--- config.mk ---
export PLATFORM = sky130hd
export DESIGN_NAME = tgl_pwm_top
export DESIGN_NICKNAME = d
export VERILOG_FILES = /design/src/rtl/tgl_pwm_pkg.sv /design/src/rtl/tgl_pwm_div.sv /design/src/rtl/tgl_pwm_cfg.sv /design/src/rtl/tgl_pwm_tick.sv /design/src/rtl/tgl_pwm_core.sv /design/src/rtl/tgl_pwm_top.sv
export SDC_FILE = /design/constraint.sdc
export NUM_CORES = 2
export LEC_CHECK = 0
export BUFFER_PORTS_ARGS = -buffer_cell sky130_fd_sc_hd__buf_2
export CAP_MARGIN = 10
export CORE_AREA = 2 2 348 350
export DETAILED_ROUTE_END_ITERATION = 12
export DIE_AREA = 0 0 350 352
export PLACE_DENSITY = 0.48
export SYNTH_ARGS = -nofsm -noshare
export SYNTH_HDL_FRONTEND = slang
export SYNTH_SLANG_ARGS = --single-unit
--- constraint.sdc ---
create_clock -name clk -period 58.1 [get_ports clk]
set_clock_uncertainty 0.1 [all_clocks]
set_input_delay 8.715 -clock clk [delete_from_list [all_inputs] [get_ports clk]]
set_output_delay 8.715 -clock clk [all_outputs]
set_load 0.03 [all_outputs]
--- src/rtl/tgl_pwm_pkg.sv ---
package tgl_pwm_pkg;

    parameter int PWM_CNT_W  = 16;
    parameter int PWM_FREQ_W = 24;
    parameter int PWM_HZ_W   = 32;
    parameter int PWM_PS_MAX = 9;
    parameter int PWM_PS_W   = $clog2(PWM_PS_MAX + 1);
    parameter int PWM_PROD_W = PWM_FREQ_W + PWM_CNT_W;

    typedef enum logic {
        ALIGN_LEFT  = 1'b0,
        ALIGN_RIGHT = 1'b1
    } align_e;

    typedef enum logic [1:0] {
        DC_ZERO = 2'd0,
        DC_PART = 2'd1,
        DC_FULL = 2'd2
    } dcls_e;

    typedef struct packed {
        align_e                align;
        logic [PWM_PS_W-1:0]   ps;
        logic [PWM_CNT_W-1:0]  res;
    } pwm_cfg_t;

    function automatic dcls_e duty_class(input logic [PWM_CNT_W-1:0] d,
                                         input logic [PWM_CNT_W-1:0] r);
        if (d == '0)
            return DC_ZERO;
        else if (d >= r)
            return DC_FULL;
        else
            return DC_PART;
    endfunction

    function automatic logic [PWM_CNT_W-1:0] duty_cmp(input align_e a,
                                                     input logic [PWM_CNT_W-1:0] d,
                                                     input logic [PWM_CNT_W-1:0] r);
        case (duty_class(d, r))
            DC_ZERO: return '0;
            DC_FULL: return r;
            default: return (a == ALIGN_LEFT) ? d : (r - d);
        endcase
    endfunction

    // Level the pin holds at counter value 0 for a given alignment and class.
    function automatic logic start_level(input align_e a, input dcls_e c);
        return (c == DC_FULL) || (a == ALIGN_LEFT && c == DC_PART);
    endfunction

endpackage

--- src/rtl/tgl_pwm_div.sv ---
module tgl_pwm_div #(
    parameter int N_W = 32,
    parameter int D_W = 16
) (
    input  logic           clk,
    input  logic           rst,
    input  logic           start,
    input  logic [N_W-1:0] num,
    input  logic [D_W-1:0] den,
    output logic           done,
    output logic [N_W-1:0] quo
);
    localparam int C_W = $clog2(N_W + 1);

    logic [D_W-1:0] rem_q;
    logic [N_W-1:0] quo_q;
    logic [C_W-1:0] cnt_q;
    logic           busy_q;
    logic           done_q;
    logic [D_W:0]   shl;
    logic           ge;
    logic [D_W-1:0] rem_n;

    always_comb begin
        shl   = {rem_q, quo_q[N_W-1]};
        ge    = shl >= {1'b0, den};
        rem_n = ge ? D_W'(shl - {1'b0, den}) : D_W'(shl);
    end

    always_ff @(posedge clk) begin
        if (rst) begin
            rem_q  <= '0;
            quo_q  <= '0;
            cnt_q  <= '0;
            busy_q <= 1'b0;
            done_q <= 1'b0;
        end else begin
            done_q <= 1'b0;
            if (start) begin
                rem_q  <= '0;
                quo_q  <= num;
                cnt_q  <= C_W'(N_W);
                busy_q <= 1'b1;
            end else if (busy_q) begin
                rem_q <= rem_n;
                quo_q <= {quo_q[N_W-2:0], ge};
                cnt_q <= cnt_q - 1'b1;
                if (cnt_q == C_W'(1)) begin
                    busy_q <= 1'b0;
                    done_q <= 1'b1;
                end
            end
        end
    end

    assign done = done_q;
    assign quo  = quo_q;
endmodule

--- src/rtl/tgl_pwm_cfg.sv ---
module tgl_pwm_cfg
    import tgl_pwm_pkg::*;
#(
    parameter int unsigned CORE_HZ = 16_000_000,
    parameter int unsigned TOL_PCT = 1
) (
    input  logic                  clk,
    input  logic                  rst,
    input  logic                  start,
    input  logic                  align,
    input  logic [PWM_FREQ_W-1:0] freq,
    input  logic [PWM_CNT_W-1:0]  res,
    output logic                  done,
    output logic                  ok,
    output logic [PWM_HZ_W-1:0]   hz,
    output pwm_cfg_t              cfg
);
    localparam int W = PWM_PROD_W + 1;

    typedef enum logic [1:0] { CS_IDLE, CS_SRCH, CS_DIVD } cst_e;

    cst_e                  st_q;
    logic [PWM_FREQ_W-1:0] f_q;
    logic [PWM_CNT_W-1:0]  r_q;
    align_e                a_q;
    logic [PWM_PS_W-1:0]   ps_q;
    logic                  done_q, ok_q;
    logic [PWM_HZ_W-1:0]   hz_q;
    pwm_cfg_t              cfg_q;

    logic [W-1:0]          tgt, tol, dclk;
    logic [PWM_HZ_W-1:0]   dclk_hz;
    logic                  hit;
    logic                  div_start, div_done;
    logic [PWM_HZ_W-1:0]   div_quo;

    always_comb begin
        tgt       = W'(f_q) * W'(r_q);
        tol       = (tgt / W'(100)) * W'(TOL_PCT);
        dclk_hz   = PWM_HZ_W'(CORE_HZ) >> ps_q;
        dclk      = W'(dclk_hz);
        hit       = (dclk > (tgt - tol)) && (dclk < (tgt + tol));
        div_start = (st_q == CS_SRCH) && hit;
    end

    tgl_pwm_div #(.N_W(PWM_HZ_W), .D_W(PWM_CNT_W)) u_div (
        .clk   (clk),
        .rst   (rst),
        .start (div_start),
        .num   (dclk_hz),
        .den   (r_q),
        .done  (div_done),
        .quo   (div_quo)
    );

    always_ff @(posedge clk) begin
        if (rst) begin
            st_q   <= CS_IDLE;
            f_q    <= '0;
            r_q    <= '0;
            a_q    <= ALIGN_LEFT;
            ps_q   <= '0;
            done_q <= 1'b0;
            ok_q   <= 1'b0;
            hz_q   <= '0;
            cfg_q  <= '0;
        end else begin
            done_q <= 1'b0;
            case (st_q)
                CS_IDLE: begin
                    if (start) begin
                        f_q  <= freq;
                        r_q  <= res;
                        a_q  <= align_e'(align);
                        ps_q <= '0;
                        ok_q <= 1'b0;
                        hz_q <= '0;
                        st_q <= CS_SRCH;
                    end
                end
                CS_SRCH: begin
                    if (hit) begin
                        st_q <= CS_DIVD;
                    end else if (ps_q == PWM_PS_W'(PWM_PS_MAX)) begin
                        done_q <= 1'b1;
                        st_q   <= CS_IDLE;
                    end else begin
                        ps_q <= ps_q + 1'b1;
                    end
                end
                default: begin
                    if (div_done) begin
                        done_q    <= 1'b1;
                        ok_q      <= 1'b1;
                        hz_q      <= div_quo;
                        cfg_q.align <= a_q;
                        cfg_q.ps  <= ps_q;
                        cfg_q.res <= r_q;
                        st_q      <= CS_IDLE;
                    end
                end
            endcase
        end
    end

    assign done = done_q;
    assign ok   = ok_q;
    assign hz   = hz_q;
    assign cfg  = cfg_q;
endmodule

--- src/rtl/tgl_pwm_tick.sv ---
module tgl_pwm_tick
    import tgl_pwm_pkg::*;
(
    input  logic                clk,
    input  logic                rst,
    input  logic                clr,
    input  logic [PWM_PS_W-1:0] ps,
    output logic                tick
);
    logic [PWM_PS_MAX-1:0] div_q;
    logic [PWM_PS_MAX-1:0] mask;

    always_comb begin
        mask = ~({PWM_PS_MAX{1'b1}} << ps);
        tick = (div_q & mask) == mask;
    end

    always_ff @(posedge clk) begin
        if (rst || clr)
            div_q <= '0;
        else
            div_q <= div_q + 1'b1;
    end
endmodule

--- src/rtl/tgl_pwm_core.sv ---
module tgl_pwm_core
    import tgl_pwm_pkg::*;
(
    input  logic                 clk,
    input  logic                 rst,
    input  logic                 init,
    input  logic                 run,
    input  logic                 tick,
    input  pwm_cfg_t             cfg,
    input  logic                 duty_wr,
    input  logic [PWM_CNT_W-1:0] duty_val,
    output logic                 duty_rdy,
    output logic                 pin,
    output logic                 run_q,
    output logic                 restart,
    output logic [PWM_CNT_W-1:0] cnt,
    output logic [PWM_CNT_W-1:0] cmp,
    output dcls_e                cls
);
    logic [PWM_CNT_W-1:0] cnt_q, cmp_q, pend_val_q;
    dcls_e                cls_q;
    logic                 pend_q, pin_q, run_q_r;

    dcls_e                new_cls;
    logic [PWM_CNT_W-1:0] new_cmp;
    logic                 wrap, hit, tgl, fix;

    always_comb begin
        new_cls = duty_class(pend_val_q, cfg.res);
        new_cmp = duty_cmp(cfg.align, pend_val_q, cfg.res);
        wrap    = run_q_r && run && tick && (cnt_q == cfg.res - 1'b1);
        hit     = run_q_r && run && tick && (cls_q == DC_PART)
                  && ((cnt_q + 1'b1) == cmp_q);
        tgl     = hit || (wrap && cls_q == DC_PART);
        fix     = wrap && pend_q
                  && (start_level(cfg.align, cls_q) != start_level(cfg.align, new_cls));
    end

    always_ff @(posedge clk) begin
        if (rst || init) begin
            cnt_q      <= '0;
            cmp_q      <= '0;
            cls_q      <= DC_ZERO;
            pend_q     <= 1'b0;
            pend_val_q <= '0;
            pin_q      <= 1'b0;
            run_q_r    <= 1'b0;
        end else begin
            run_q_r <= run;
            if (!run) begin
                cnt_q <= '0;
                pin_q <= 1'b0;
                if (pend_q) begin
                    cls_q  <= new_cls;
                    cmp_q  <= new_cmp;
                    pend_q <= 1'b0;
                end
            end else if (!run_q_r) begin
                cnt_q <= '0;
                pin_q <= start_level(cfg.align, cls_q);
            end else begin
                if (tick)
                    cnt_q <= wrap ? '0 : cnt_q + 1'b1;
                if (wrap && pend_q) begin
                    cls_q  <= new_cls;
                    cmp_q  <= new_cmp;
                    pend_q <= 1'b0;
                end
                pin_q <= pin_q ^ tgl ^ fix;
            end
            if (duty_wr && !pend_q) begin
                pend_q     <= 1'b1;
                pend_val_q <= duty_val;
            end
        end
    end

    assign duty_rdy = !pend_q;
    assign pin      = pin_q;
    assign run_q    = run_q_r;
    assign restart  = !run || !run_q_r;
    assign cnt      = cnt_q;
    assign cmp      = cmp_q;
    assign cls      = cls_q;
endmodule

--- src/rtl/tgl_pwm_top.sv ---
module tgl_pwm_top
    import tgl_pwm_pkg::*;
#(
    parameter int unsigned CORE_HZ = 16_000_000,
    parameter int unsigned TOL_PCT = 1
) (
    input  logic                  clk,
    input  logic                  rst,
    input  logic                  cfg_start,
    input  logic                  cfg_align,
    input  logic [PWM_FREQ_W-1:0] cfg_freq,
    input  logic [PWM_CNT_W-1:0]  cfg_res,
    output logic                  cfg_done,
    output logic                  cfg_ok,
    output logic [PWM_HZ_W-1:0]   cfg_hz,
    input  logic                  pwr_en,
    input  logic                  duty_wr,
    input  logic [PWM_CNT_W-1:0]  duty_val,
    output logic                  duty_rdy,
    output logic                  pwm_o
);
    pwm_cfg_t             cfg_w;
    logic                 run_w, tick_w, restart_w, core_run_q;
    logic [PWM_CNT_W-1:0] core_cnt, core_cmp;
    dcls_e                core_cls;

    tgl_pwm_cfg #(.CORE_HZ(CORE_HZ), .TOL_PCT(TOL_PCT)) u_cfg (
        .clk   (clk),
        .rst   (rst),
        .start (cfg_start),
        .align (cfg_align),
        .freq  (cfg_freq),
        .res   (cfg_res),
        .done  (cfg_done),
        .ok    (cfg_ok),
        .hz    (cfg_hz),
        .cfg   (cfg_w)
    );

    assign run_w = pwr_en && cfg_ok;

    tgl_pwm_tick u_tick (
        .clk  (clk),
        .rst  (rst),
        .clr  (restart_w),
        .ps   (cfg_w.ps),
        .tick (tick_w)
    );

    tgl_pwm_core u_core (
        .clk      (clk),
        .rst      (rst),
        .init     (cfg_done),
        .run      (run_w),
        .tick     (tick_w),
        .cfg      (cfg_w),
        .duty_wr  (duty_wr),
        .duty_val (duty_val),
        .duty_rdy (duty_rdy),
        .pin      (pwm_o),
        .run_q    (core_run_q),
        .restart  (restart_w),
        .cnt      (core_cnt),
        .cmp      (core_cmp),
        .cls      (core_cls)
    );
endmodule

After elaboration in Yosys (flattened, before gate mapping) --
Cells that the tools add are included.
Storage, ports and cells: register bits after elaboration 220, output and inout port bits 36, input bits 62, logic and storage cells 160
Cells by class: $add $sub $neg 9, shifts and indexed selects 2, divide/modulo/power cells 1, multiply operators 1, multiplexer cells 46, bitwise gates (word level) 10, equality and inequality tests 19, $lt $le $gt $ge 4, reduce and logical (&&, ||, !) cells 43
Operator list (count):
- $mux 32 | 4
- $mux 16 | 7
- $pmux 32 s2 | 1
- $add 40x41->41 | 1
- $div 40x7->41 const B | 1
- $gt 32x41->1 | 1
- $lt 32x41->1 | 1
- $sub 40x41->41 | 1
- $mul 24x16->40 | 1
- $eq 16x16->1 | 2
- $pmux 16 s2 | 1
- $shr 24x4->32 const A | 1
- $sub 16x16->16 | 2
- $mux 2 | 10
- $ge 17x16->1 | 1
- $add 16x1->16 const B | 1
- $ge 16x16->1 | 1
- $logic_not 16->1 | 1
- $sub 16x1->16 const B | 1
- $logic_and 1x1->1 | 14
- $mux 1 | 14
- $mux 4 | 3
- $mux 6 | 2
- $ne 2x2->1 const B | 5
- other kinds (29) | 58

Longest topological paths before layout --
word-level depth 11, gate-level depth with buffers 186, depth with buffers taken out 172

Hierarchy --
From an unflattened synthesis, not the netlist that was laid out.
Second synthesis, totals: cells, all modules 4726, area total of the unflattened synthesis 36706.5 sq um
By module, submodules not included:
- tgl_pwm_cfg | area an instance 28498.6 sq um, times used 1, sequential area each 2042.0 sq um, cells an instance 3656
- tgl_pwm_core | area an instance 4436.8 sq um, times used 1, sequential area each 1061.0 sq um, cells an instance 595
- tgl_pwm_div | area an instance 3324.4 sq um, times used 1, sequential area each 1121.1 sq um, cells an instance 420
- tgl_pwm_tick | area an instance 440.4 sq um, times used 1, sequential area each 180.2 sq um, cells an instance 54
- tgl_pwm_top | area an instance 6.3 sq um, times used 1, sequential area each 0.0 sq um, cells an instance 1

Least setup slack after synthesis --
OpenSTA, ideal clock, no wires.
kind register to register, start reg u_cfg.f_q[16], end reg u_cfg.u_div.quo_q[0], in the netlist u_cfg.u_div.quo[0], arrival time 31458 ps, buffers on the path 11, data required time 57872 ps, library setup time 128 ps, slack 26414 ps, cell stages (with the launch flop) 146, cells stage by stage dfxtp_1 > clkbuf_1 > clkbuf_1 > nand2_1 > fa_1 > inv_1 > fa_1 > inv_1 > fa_1 > inv_1 > fa_1 > fa_1 > inv_1 > fa_1 > inv_1 > ha_1 > and2_1 > clkbuf_1 > (+110 left out) > o21ai_0 > and2_1 > o21ai_0 > nand2b_1 > a21o_1 > a21o_1 > a21o_1 > a21o_1 > and3_1 > a31oi_1 > or4_1 > o2111ai_1 > or2_2 > clkbuf_1 > clkbuf_1 > nor2_1 > a21oi_1 > nor2_1
On the way: longest elaborated chain between the ends 7
RTL lines:
- start: declaration | RTL line tgl_pwm_cfg.sv:23 | logic [PWM_FREQ_W-1:0] f_q;
- start signal: assignment | RTL line tgl_pwm_cfg.sv:72 | f_q <= freq;
- $mul 24x16->40 * | RTL line tgl_pwm_cfg.sv:38 | tgt = W'(f_q) * W'(r_q);
- $div 40x7->41 | RTL line tgl_pwm_cfg.sv:39 | tol = (tgt / W'(100)) * W'(TOL_PCT);
- $sub 40x41->41 / $add 40x41->41 (equally long branches) | RTL line tgl_pwm_cfg.sv:42 | hit = (dclk > (tgt - tol)) && (dclk < (tgt + tol));
- $gt 32x41->1 / $lt 32x41->1 (equally long branches) | RTL line tgl_pwm_cfg.sv:42
- $logic_and 1x1->1 * | RTL line tgl_pwm_cfg.sv:42
- $logic_and 1x1->1 * | RTL line tgl_pwm_cfg.sv:43 | div_start = (st_q == CS_SRCH) && hit;
- $mux 32 / $reduce_bool 2->1 (equally long branches)
- end signal: assignment | RTL line tgl_pwm_div.sv:41 | quo_q <= num;
- end signal: assignment | RTL line tgl_pwm_div.sv:46 | quo_q <= {quo_q[N_W-2:0], ge};
- end: declaration | RTL line tgl_pwm_div.sv:16 | logic [N_W-1:0] quo_q;
Mark *: on every way between the ends. The rest lies on a longest branch, timed or not. A chain may end at the register's enable or synchronous reset.

Worst setup path in the final report --
start reg u_cfg.f_q[13], end reg u_cfg.u_div.cnt_q[1]
On the way: longest elaborated chain between the ends 7
RTL lines:
- $mul 24x16->40 * | RTL line tgl_pwm_cfg.sv:38
- $div 40x7->41 | RTL line tgl_pwm_cfg.sv:39
- $sub 40x41->41 / $add 40x41->41 (equally long branches) | RTL line tgl_pwm_cfg.sv:42
- $gt 32x41->1 / $lt 32x41->1 (equally long branches) | RTL line tgl_pwm_cfg.sv:42
- $logic_and 1x1->1 * | RTL line tgl_pwm_cfg.sv:42
- $logic_and 1x1->1 * | RTL line tgl_pwm_cfg.sv:43
- $reduce_or 2->1 (no source line) *
- end signal: assignment | RTL line tgl_pwm_div.sv:42 | cnt_q <= C_W'(N_W);
- end signal: assignment | RTL line tgl_pwm_div.sv:47 | cnt_q <= cnt_q - 1'b1;
- end: declaration | RTL line tgl_pwm_div.sv:17 | logic [C_W-1:0] cnt_q;
Marked as above.

==> results.yml <==
status:
  outcome: "finished, final reports clean"
die:
  dieArea_mm2: 0.123
  die_y_um: 352
  start_util_pct: 29.9
  coreArea_mm2: 0.119
  io_pins: 98
  row_count: 127
  chipWidth_um: 350
worst_setup_path:
  crit_arrival_ns: 39.20
  cpPeakStageDelay_ns: 0.98
  crit_required_ns: 58.50
  start_kind: "flop"
  worst-path-max-fanout: 52
  critical_path.endpoint_type: "flop"
  worstSetupPathType: "flop to flop"
  crit_path_frequent_cell: "a21oi_1"
  critPathSlowestCell: "dfxtp_1"
logic_synthesis:
  async_flop_share_pct: 0
  synth_edf_count: 0
  syn_nets: 5296
  ys_warn_count: 0
  netlist_area_mm2: 0.0357
  synthCells: 4653
  ys_dominant_reg_cell: "dfxtp_1"
  ys_ff_latch: 220
  postSynthAreaPerCell_um2: 7.66
  synth.lib_cells_used.distinct: 137
  yosysSeqAreaShare_pct: 12.3
cells_and_area:
  area_delta_synth_final_pct: 7.96
  multiInputGateArea_mm2: 0.0283
  seqCellArea_mm2: 0.00441
  final_cells: 6209
  layout.nets: 5222
  final_layout_size_suffix_gt1_share_pct: 7.48
  fillCellCount: 12800
detailed_routing:
  wirelength_mm: 116
  postRouteAntennaNets: 0
  drt-wirelength-per-cell_um: 18.7
  avgViaCountPerCell: 5.26
  drt-initial-drc-count: 2268
  first_pass_iters: 6
  vias: 32600
  drt_drc_violations_left: 0
clock_tree:
  cts_tree: "built"
  clockBufferDepth: 3
  cts_root_buffer: "clkbuf_16"
  hold_buffers: 0
  clk_latency_ns: 0.58
  ctsResizeCount: 0
  cts_max_level: 1
  numCtsBuffers: 27
  cts.clk_slew.worst_paths_ns: 0.06
  postCtsSetupBuffers: 0
  clock_sinks: 220
global_routing:
  busiest_layer: "met2"
  grt_start_max_net_pins: 71
  grt_use_total_pct: 18.6
  overflow: 0
  grt_util_met2_pct: 31.0
  met1_usage_pct: 26.1
  grt_pass1_wl_mm: 186
  grt_antenna_before_repair: 7
  grt_pass1_vias: 32300
  grt.met3_usage_pct: 2.01
sta:
  maxSlewHeadroom_pct: 7.86
  worstMarginPinSlew_ns: 1.37
  fin_crit_ns: 38.80
  finalSetupViolations: 0
  hold_viol_final: 0
  finalSetupTns_ns: 0
  rsz0062_at_grt: "false"
  clock.fmax_ghz: 0.0258
  maxSlewViolCount: 0
  timing.final.crit_share_pct: 66.8
placement:
  gp_routability_congestion: 0.889
  dp.cells: 6161
  io_buffers: 97
  hpwl_mm: 90.4
flow_run:
  drv_cap: 0
worst_hold_path:
  hold_class: "flop to flop"
## Yosys cell counts, drive strengths merged (17+ instances only)
cell type | n | share of area [%]
a2111oi | 18 | 0.54
a211oi | 66 | 1.5
a21o | 79 | 1.7
a21oi | 328 | 4.7
a22o | 34 | 0.83
a31oi | 46 | 0.86
and2 | 178 | 3.1
and3 | 34 | 0.62
buf | 33 | 0.47
clkbuf | 222 | 2.3
dfxtp | 220 | 12
fa | 310 | 17
ha | 271 | 9.5
inv | 511 | 5.4
mux2i | 66 | 1.9
nand2 | 603 | 6.4
nand2b | 45 | 0.80
nand3 | 75 | 1.1
nand4 | 50 | 0.88
nor2 | 358 | 3.8
nor2b | 34 | 0.60
nor3 | 77 | 1.1
nor3b | 19 | 0.43
nor4 | 31 | 0.59
o2111ai | 18 | 0.46
o211ai | 48 | 1.1
o21a | 28 | 0.59
o21ai | 223 | 3.2
o21bai | 33 | 0.71
o22ai | 25 | 0.44
o311a | 17 | 0.48
o31ai | 23 | 0.58
or2 | 29 | 0.51
or3 | 18 | 0.32
xnor2 | 158 | 4.0
xor2 | 62 | 1.6
## path summary, 6_finish.rpt
path	startpoint	endpoint	slack, ns	cells after the start
max	u_cfg.f_q[13]	u_cfg.u_div.cnt_q[1]	19.30	132
min	u_cfg.cfg[17]	u_cfg.cfg[17]	0.36	2
max reg2reg	u_cfg.f_q[13]	u_cfg.u_div.cnt_q[1]	19.30	132
min reg2reg	u_cfg.cfg[17]	u_cfg.cfg[17]	0.36	2
## final cells by class
cell class | instances | share of cell area, %
repair buffers | 152 | 2.34
clock buffers | 31 | 1.85
inverters | 516 | 5.04
well taps | 1612 | 5.24
clock inverters | 15 | 0.468
flip-flops and latches | 220 | 11.4
diodes | 1 | 0.00650
multi-input cells | 3662 | 73.6
## metal layers
metal,share of wire (%),routed length (um),vias up
met5,0.025,29,-
met4,1.7,1930,4
met3,4.4,5060,112
met2,46,53500,697
met1,48,55700,16000
li1,-,-,15800
## cell families after synthesis
logic type | Yosys count | synth area share (%)
AOI/OAI and AO/OA | 1180 | 23.0
xor gates and xnor gates | 220 | 5.58
adders and majority gates | 590 | 27.2
buffers and inverters | 771 | 8.25
DFF | 220 | 12.3
muxes | 81 | 2.46
and+or+nand+nor | 1591 | 21.2
## through the flow
step	setup WS [ns]	area, um2	utilization, %	hold slack [ns]
floorplan	26.41	35700	-	0.332
global placement	20.41	37600	31.5	0.349
detailed placement	19.92	37600	31.5	0.351
CTS	19.74	38500	32.3	0.360
global route	15.65	38500	32.3	0.384
finish	19.30	38500	32.3	0.359
## sequential cells by signal, indices dropped and copies added, names as in the netlist, 2 cells and up
| register | flops |
|---|---|
| u_core.cls | 2 |
| u_cfg.ps_q | 4 |
| u_cfg.u_div.quo | 32 |
| u_cfg.f_q | 24 |
| u_tick.div_q | 9 |
| u_core.cnt | 16 |
| u_cfg.hz | 32 |
| u_cfg.st_q | 2 |
| u_cfg.u_div.cnt_q | 6 |
| u_core.pend_val_q | 16 |
| u_cfg.r_q | 16 |
| u_cfg.u_div.rem_q | 16 |
| u_core.cmp | 16 |
| u_cfg.cfg | 21 |
## cells in the final DEF, fill, tap and decap left out, drive strengths merged, types with 158 or more instances in the layout
cell     n
a21oi  328
and2   178
dfxtp  220
fa     310
ha     271
inv    517
nand2  603
nor2   358
o21ai  223
xnor2  158
## worst max-delay path, delay by kind of cell (launching register included)
kind	cells	cell delay, ns
adders and majority gates	10	4.47
muxes	3	1.28
AOI/OAI and AO/OA	78	21.13
xor gates and xnor gates	7	2.49
and+or+nand+nor	26	6.53
buffers and inverters	8	1.60
DFF	1	0.98
Power is left out: the tool's default activity adds up to more than one toggle a clock period on the data nets, which glitch-free logic cannot reach.
